==> config.mk <==
export PLATFORM = sky130hd
export DESIGN_NAME = bcd_rtc_core
export DESIGN_NICKNAME = d
export VERILOG_FILES = /design/src/rtl/rtc_pkg.sv /design/src/rtl/rtc_prescaler.sv /design/src/rtl/rtc_calendar.sv /design/src/rtl/rtc_alarm.sv /design/src/rtl/bcd_rtc_core.sv
export SDC_FILE = /design/constraint.sdc
export NUM_CORES = 1
export LEC_CHECK = 0
export BUFFER_PORTS_ARGS = -buffer_cell sky130_fd_sc_hd__buf_2
export CORE_UTILIZATION = 57
export DETAILED_ROUTE_END_ITERATION = 16
export PLACE_DENSITY = 0.74
export SKIP_LAST_GASP = 1
export SLEW_MARGIN = 20
export SYNTH_ARGS = -nofsm -noshare
export SYNTH_HDL_FRONTEND = slang
export SYNTH_SLANG_ARGS = --single-unit
==> constraint.sdc <==
create_clock -name clk -period 3.5 [get_ports clk]
set_input_delay 0.525 -clock clk [delete_from_list [all_inputs] [get_ports clk]]
set_output_delay 0.525 -clock clk [all_outputs]
set_load 0.1 [all_outputs]
==> src/rtl/rtc_pkg.sv <==
package rtc_pkg;
  localparam int NFIELD = 6;
  typedef logic [NFIELD-1:0][7:0] rtc_fields_t;

  localparam logic [2:0] IDX_SEC  = 3'd0;
  localparam logic [2:0] IDX_MIN  = 3'd1;
  localparam logic [2:0] IDX_HOUR = 3'd2;
  localparam logic [2:0] IDX_DAY  = 3'd3;
  localparam logic [2:0] IDX_MON  = 3'd4;
  localparam logic [2:0] IDX_YEAR = 3'd5;

  // next BCD value, units wrap into tens
  function automatic logic [7:0] bcd_inc(input logic [7:0] v);
    if (v[3:0] == 4'd9) return {v[7:4] + 4'd1, 4'd0};
    return {v[7:4], v[3:0] + 4'd1};
  endfunction

  // final day of a month, in BCD
  function automatic logic [7:0] last_day(input logic [7:0] mon, input logic [7:0] yr);
    logic [6:0] ybin;
    ybin = 7'(yr[7:4]) * 7'd10 + 7'(yr[3:0]);
    case (mon)
      8'h02:                      return (ybin[1:0] == 2'b00) ? 8'h29 : 8'h28;
      8'h04, 8'h06, 8'h09, 8'h11: return 8'h30;
      default:                    return 8'h31;
    endcase
  endfunction
endpackage

==> src/rtl/rtc_prescaler.sv <==
module rtc_prescaler #(
  parameter int TICKS_PER_SEC = 32768,
  parameter int BUSY_TICKS    = 4
) (
  input  logic clk,
  input  logic rst_n,
  input  logic run,
  input  logic tick,
  input  logic restart,
  output logic sec_pulse,
  output logic busy
);
  localparam int CW = (TICKS_PER_SEC > 1) ? $clog2(TICKS_PER_SEC) : 1;
  localparam logic [CW-1:0] LAST_C  = CW'(TICKS_PER_SEC - 1);
  localparam logic [CW:0]   BSTART  = (CW+1)'(TICKS_PER_SEC - BUSY_TICKS);

  logic [CW-1:0] cnt;

  always_ff @(posedge clk or negedge rst_n) begin
    if (!rst_n)             cnt <= '0;
    else if (restart)       cnt <= '0;
    else if (run && tick)   cnt <= (cnt == LAST_C) ? '0 : cnt + 1'b1;
  end

  assign sec_pulse = run && tick && (cnt == LAST_C);
  assign busy      = run && ({1'b0, cnt} >= BSTART);
endmodule

==> src/rtl/rtc_calendar.sv <==
module rtc_calendar
  import rtc_pkg::*;
(
  input  logic        clk,
  input  logic        rst_n,
  input  logic        step,
  input  logic        wr_en,
  input  logic [2:0]  wr_idx,
  input  logic [7:0]  wr_data,
  output rtc_fields_t tm,
  output logic        upd,
  output logic [3:0]  ev_pulse
);
  assign upd         = step && !wr_en;
  assign ev_pulse[0] = upd;
  assign ev_pulse[1] = upd && (tm[IDX_SEC] == 8'h59);
  assign ev_pulse[2] = ev_pulse[1] && (tm[IDX_MIN] == 8'h59);
  assign ev_pulse[3] = ev_pulse[2] && (tm[IDX_HOUR] == 8'h23);

  logic day_wrap, mon_wrap;
  assign day_wrap = tm[IDX_DAY] == last_day(tm[IDX_MON], tm[IDX_YEAR]);
  assign mon_wrap = tm[IDX_MON] == 8'h12;

  always_ff @(posedge clk or negedge rst_n) begin
    if (!rst_n) begin
      tm <= {8'h00, 8'h01, 8'h01, 8'h00, 8'h00, 8'h00};
    end else if (wr_en) begin
      tm[wr_idx] <= wr_data;
    end else if (upd) begin
      tm[IDX_SEC] <= ev_pulse[1] ? 8'h00 : bcd_inc(tm[IDX_SEC]);
      if (ev_pulse[1]) tm[IDX_MIN]  <= ev_pulse[2] ? 8'h00 : bcd_inc(tm[IDX_MIN]);
      if (ev_pulse[2]) tm[IDX_HOUR] <= ev_pulse[3] ? 8'h00 : bcd_inc(tm[IDX_HOUR]);
      if (ev_pulse[3]) begin
        tm[IDX_DAY] <= day_wrap ? 8'h01 : bcd_inc(tm[IDX_DAY]);
        if (day_wrap) begin
          tm[IDX_MON] <= mon_wrap ? 8'h01 : bcd_inc(tm[IDX_MON]);
          if (mon_wrap)
            tm[IDX_YEAR] <= (tm[IDX_YEAR] == 8'h99) ? 8'h00 : bcd_inc(tm[IDX_YEAR]);
        end
      end
    end
  end
endmodule

==> src/rtl/rtc_alarm.sv <==
module rtc_alarm
  import rtc_pkg::*;
(
  input  logic        clk,
  input  logic        rst_n,
  input  logic        wr_en,
  input  logic [2:0]  wr_idx,
  input  logic [7:0]  wr_data,
  input  rtc_fields_t tm,
  input  logic        upd,
  input  logic        clr,
  output rtc_fields_t al,
  output logic        flag
);
  logic              upd_d;
  logic [NFIELD-1:0] fld_eq;

  for (genvar i = 0; i < NFIELD; i++) begin : g_cmp
    assign fld_eq[i] = (al[i] == tm[i]);
  end

  always_ff @(posedge clk or negedge rst_n) begin
    if (!rst_n) begin
      al    <= '0;
      upd_d <= 1'b0;
      flag  <= 1'b0;
    end else begin
      if (wr_en) al[wr_idx] <= wr_data;
      upd_d <= upd;
      if (upd_d && (&fld_eq)) flag <= 1'b1;
      else if (clr)           flag <= 1'b0;
    end
  end
endmodule

==> src/rtl/bcd_rtc_core.sv <==
module bcd_rtc_core
  import rtc_pkg::*;
#(
  parameter int TICKS_PER_SEC = 32768,
  parameter int BUSY_TICKS    = 4
) (
  input  logic       clk,
  input  logic       rst_n,
  input  logic       tick_en,
  input  logic [7:0] reg_addr,
  input  logic       reg_we,
  input  logic [7:0] reg_wdata,
  output logic [7:0] reg_rdata,
  output logic       irq_alarm,
  output logic       irq_timer
);
  localparam logic [5:0] W_CTRL = 6'h10;
  localparam logic [5:0] W_STAT = 6'h11;
  localparam logic [5:0] W_IEN  = 6'h12;

  logic [2:0]  fidx;
  logic        fld_ok, tm_sel, al_sel;
  logic        tm_we, al_we, ctrl_we, st_we, ien_we, alarm_clr, sec_clr;
  logic        run, ien_alarm, ien_timer, irq_t_q;
  logic        sec_pulse, busy, upd, alarm_flag;
  logic [3:0]  ev_pulse, ev_q;
  rtc_fields_t tm, al;

  assign fidx      = reg_addr[4:2];
  assign fld_ok    = fidx < 3'd6;
  assign tm_sel    = (reg_addr[7:5] == 3'd0) && fld_ok;
  assign al_sel    = (reg_addr[7:5] == 3'd1) && fld_ok;
  assign tm_we     = reg_we && tm_sel;
  assign al_we     = reg_we && al_sel;
  assign ctrl_we   = reg_we && (reg_addr[7:2] == W_CTRL);
  assign st_we     = reg_we && (reg_addr[7:2] == W_STAT);
  assign ien_we    = reg_we && (reg_addr[7:2] == W_IEN);
  assign alarm_clr = st_we && reg_wdata[6];
  assign sec_clr   = tm_we && (fidx == IDX_SEC);

  rtc_prescaler #(.TICKS_PER_SEC(TICKS_PER_SEC), .BUSY_TICKS(BUSY_TICKS)) u_pre (
    .clk(clk), .rst_n(rst_n), .run(run), .tick(tick_en), .restart(sec_clr),
    .sec_pulse(sec_pulse), .busy(busy)
  );

  rtc_calendar u_cal (
    .clk(clk), .rst_n(rst_n), .step(sec_pulse), .wr_en(tm_we), .wr_idx(fidx),
    .wr_data(reg_wdata), .tm(tm), .upd(upd), .ev_pulse(ev_pulse)
  );

  rtc_alarm u_alm (
    .clk(clk), .rst_n(rst_n), .wr_en(al_we), .wr_idx(fidx), .wr_data(reg_wdata),
    .tm(tm), .upd(upd), .clr(alarm_clr), .al(al), .flag(alarm_flag)
  );

  always_ff @(posedge clk or negedge rst_n) begin
    if (!rst_n) begin
      run       <= 1'b0;
      ien_alarm <= 1'b0;
      ien_timer <= 1'b0;
      ev_q      <= '0;
      irq_t_q   <= 1'b0;
    end else begin
      if (ctrl_we) run <= reg_wdata[0];
      if (ien_we) begin
        ien_alarm <= reg_wdata[3];
        ien_timer <= reg_wdata[2];
      end
      ev_q    <= ev_pulse | (ev_q & ~(st_we ? reg_wdata[5:2] : 4'h0));
      irq_t_q <= upd && ien_timer;
    end
  end

  always_comb begin
    reg_rdata = 8'h00;
    if (tm_sel)                        reg_rdata = tm[fidx];
    else if (al_sel)                   reg_rdata = al[fidx];
    else if (reg_addr[7:2] == W_CTRL)  reg_rdata = {7'd0, run};
    else if (reg_addr[7:2] == W_STAT)  reg_rdata = {1'b0, alarm_flag, ev_q, run, busy};
    else if (reg_addr[7:2] == W_IEN)   reg_rdata = {4'd0, ien_alarm, ien_timer, 2'd0};
  end

  assign irq_alarm = alarm_flag && ien_alarm;
  assign irq_timer = irq_t_q;
endmodule

==> flow_summary.toml <==
[status]
status = "completed"

[clocking]
path_clk_slew_ps = 60
clk_latency_ps = 430
cts_resized = 0
cts_tree = "yes"
h-tree-depth = 4
clockBufferDepth = 2
post-cts-setup-buffers = 0
cts_buffers = 17
cts_hold_buf = 0
cts_num_sinks = 121
cts_root_buffer = "clkbuf_16"

[synth]
async_flop_share_pct = 100
synth_nets = 867
synthCells = 823
yosysWarningCount = 0
synth-seq-cells = 121
synth_edf_count = 0
synth_area_mm2 = 0.00795
postSynthAreaPerCell_um2 = 9.65
synth_cell_types = 74
ys.flop_type = "dfrtp_1"
seq_area_frac_synth_pct = 38.1

[worst_setup_path]
cpMostUsedCell = "buf_2"
crit_slowest_cell = "buf_2"
path_delay_family = "buffers and inverters"
cp-start-kind = "input pin"
r2r_setup_slack_ps = 260
arrival_ps = 2730
crit_path_end_kind = "output port"
crit_required_ps = 2970
path_cells = "buf_2, buf_4, mux2_2, a221oi_1, o32ai_4, buf_2"
crit_path_max_fanout = 24
slowest_delay_ps = 550
critical_path_buf_inv_count = 3
worstSetupPathType = "input pin to output port"

[routing]
vias_per_cell = 6.90
drt_iter0_drc = 834
postRouteAntennaNets = 0
first_pass_iters = 5
dr_total_vias = 7312
finalWirelength_mm = 25.5
drc = 0
routedWlPerCell_um = 24.1

[global_routing]
grt_pass1_wl_mm = 39.9
grt_max_degree = 51
gr-total-overflow = 0
grt_pass1_vias = 7089
antenna_found_initial = 0
grt_usage_pct = 37.3

[floorplan]
placementRows = 42
die_height_um = 120
floorplan.initialDensity_pct = 59.3
ioPinCount = 30
die_w_um = 120
fp.dieArea_mm2 = 0.0144
core_mm2 = 0.0134

[timing]
fmax_ghz = 0.307
fin_crit_ps = 3250
rsz0062_at_grt = "false"
drv_slew = 0
relSlewSlack_pct = 29.8
finalWorstSetupSlack_ps = 246
hold_violations = 0
finClkSkew_ps = 7.80
tightest_slew_ps = 1040
setup_viol_count_final = 0
fin_crit_sh_pct = 93.0
timing.hold.ws_ps = 133

[placement]
dp_slack_ps = 250
gp_congestion = 1.01
port_buffers = 27
post-dp-hpwl_mm = 18.5
dp_cells = 1027

[final_layout]
finalCoreUtilization_pct = 68.3
area_delta_synth_final_pct = 15.1
n_antenna_cell = 0
final_nets = 914
final_cells = 1059
drive_gt1_share_pct = 22.8

[power]
pwr_density_cell_mw_per_mm2 = 469
fin_total_pwr_mw = 4.29
leakage_nw = 3.97
peakVddDrop_uv = 377

[hold_path]
hold_class = "input pin to asynchronous set/reset pin"

[flow_run]
maxCapViolCount = 0
==> Yosys cell counts (all sizes together) (7+ instances only) <==
cell type | number | area [um2]
a21oi | 29 | 145
a221oi | 10 | 87.6
a31oi | 11 | 68.8
and2 | 9 | 56.3
and3 | 10 | 62.6
buf | 7 | 38.8
clkbuf | 33 | 124
dfrtp | 119 | 2980
ha | 24 | 300
inv | 35 | 131
mux2 | 59 | 664
mux2i | 7 | 70.1
mux4 | 17 | 383
nand2 | 72 | 270
nand3 | 33 | 165
nand3b | 10 | 75.1
nand4 | 18 | 119
nor2 | 53 | 199
nor3 | 16 | 85.1
nor3b | 8 | 65.1
nor4 | 11 | 68.8
o21ai | 56 | 280
or3 | 9 | 56.3
xnor2 | 22 | 193
xor2 | 28 | 245
==> path summary, 6_finish.rpt <==
path                         startpoint      endpoint  cells past startpoint
min                               rst_n  u_cal.tm[27]                      1
max in group asynchronous         rst_n   u_alm.al[6]                      2
max reg2reg                u_pre.cnt[0]  u_cal.tm[47]                      8
max                         reg_addr[2]  reg_rdata[3]                      6
min reg2reg                     ev_q[3]       ev_q[3]                      2
min in group clk                ev_q[3]       ev_q[3]                      2
==> worst reg2reg max path, cell delays in order, from the launching register on <==
cell and delay (ps):
dfrtp_1 430, ha_1 230, nand4_1 210, a211oi_2 550, nand4_1 330, or4b_1 770
o21ai_1 340, buf_4 190, a32o_1 130
==> metrics by stage <==
step / cell area (um2) / setup TNS (ps)
final: 9150 / 0
after floorplan: 8020 / -163
after detailed placement: 8540 / 0
after CTS: 9150 / 0
after global routing: 9150 / 0
after global placement: 8540 / 0
==> area by class of cell <==
class                           count  area (um2)
Clock inverter                     14         174
Clock buffer                       18         439
Multi-Input combinational cell    627        4700
Fill cell                        1040        4250
Tap cell                          176         220
Timing Repair Buffer               68         458
Sequential cell                   121        3030
Inverter                           35         131
==> report_power, final <==
group / internal [mW] / total (mW) / switching (mW)
registers: 1.54 / 1.74 / 0.201
logic: 0.324 / 0.726 / 0.402
clock network: 1.14 / 1.83 / 0.689
==> state kept, by name (all words and copies together) (netlist names) <==
name         cells
u_pre.cnt       15
ien_timer        1
irq_timer        1
run              1
ien_alarm        1
u_cal.tm        48
u_alm.upd_d      1
u_alm.al        48
ev_q             4
u_alm.flag       1
==> cells by family after synthesis <==
logic type	Yosys count	share of synthesized area, %
buffers and inverters	75	3.70
xor gates and xnor gates	50	5.51
and+or+nand+nor	277	18.3
adders and majority gates	24	3.78
muxes	83	14.1
DFF	121	38.1
AOI/OAI and AO/OA	193	16.5
==> cells in the final DEF (no fill, tap or decap), types with 5 or more instances in the layout <==
cell / n
a21o_1: 6
a21oi_1: 29
a221oi_1: 10
a22oi_1: 6
a2bb2oi_1: 6
a31oi_1: 11
and2_1: 9
and3_1: 10
buf_2: 26
buf_4: 41
clkbuf_16: 17
dfrtp_1: 119
ha_1: 24
inv_1: 35
mux2_2: 59
mux2i_1: 7
mux4_2: 17
nand2_1: 72
nand2b_1: 6
nand3_1: 33
nand3b_1: 10
nand4_1: 17
nor2_1: 51
nor3_1: 15
nor3b_1: 7
nor4_1: 11
nor4b_1: 6
o21a_1: 5
o21ai_0: 51
o221ai_1: 6
o22ai_1: 5
or3_1: 9
xnor2_1: 22
xor2_1: 28
==> routing by layer <==
layer / global-route usage, % / vias up / wire length, um
met5: 0 / - / 0
met4: 24.2 / 0 / 1650
met3: 8.03 / 98 / 2270
met2: 57.2 / 451 / 11700
met1: 47.7 / 3589 / 9950
li1: - / 3174 / -
No activity file was read; power rests on OpenSTA's default activity.
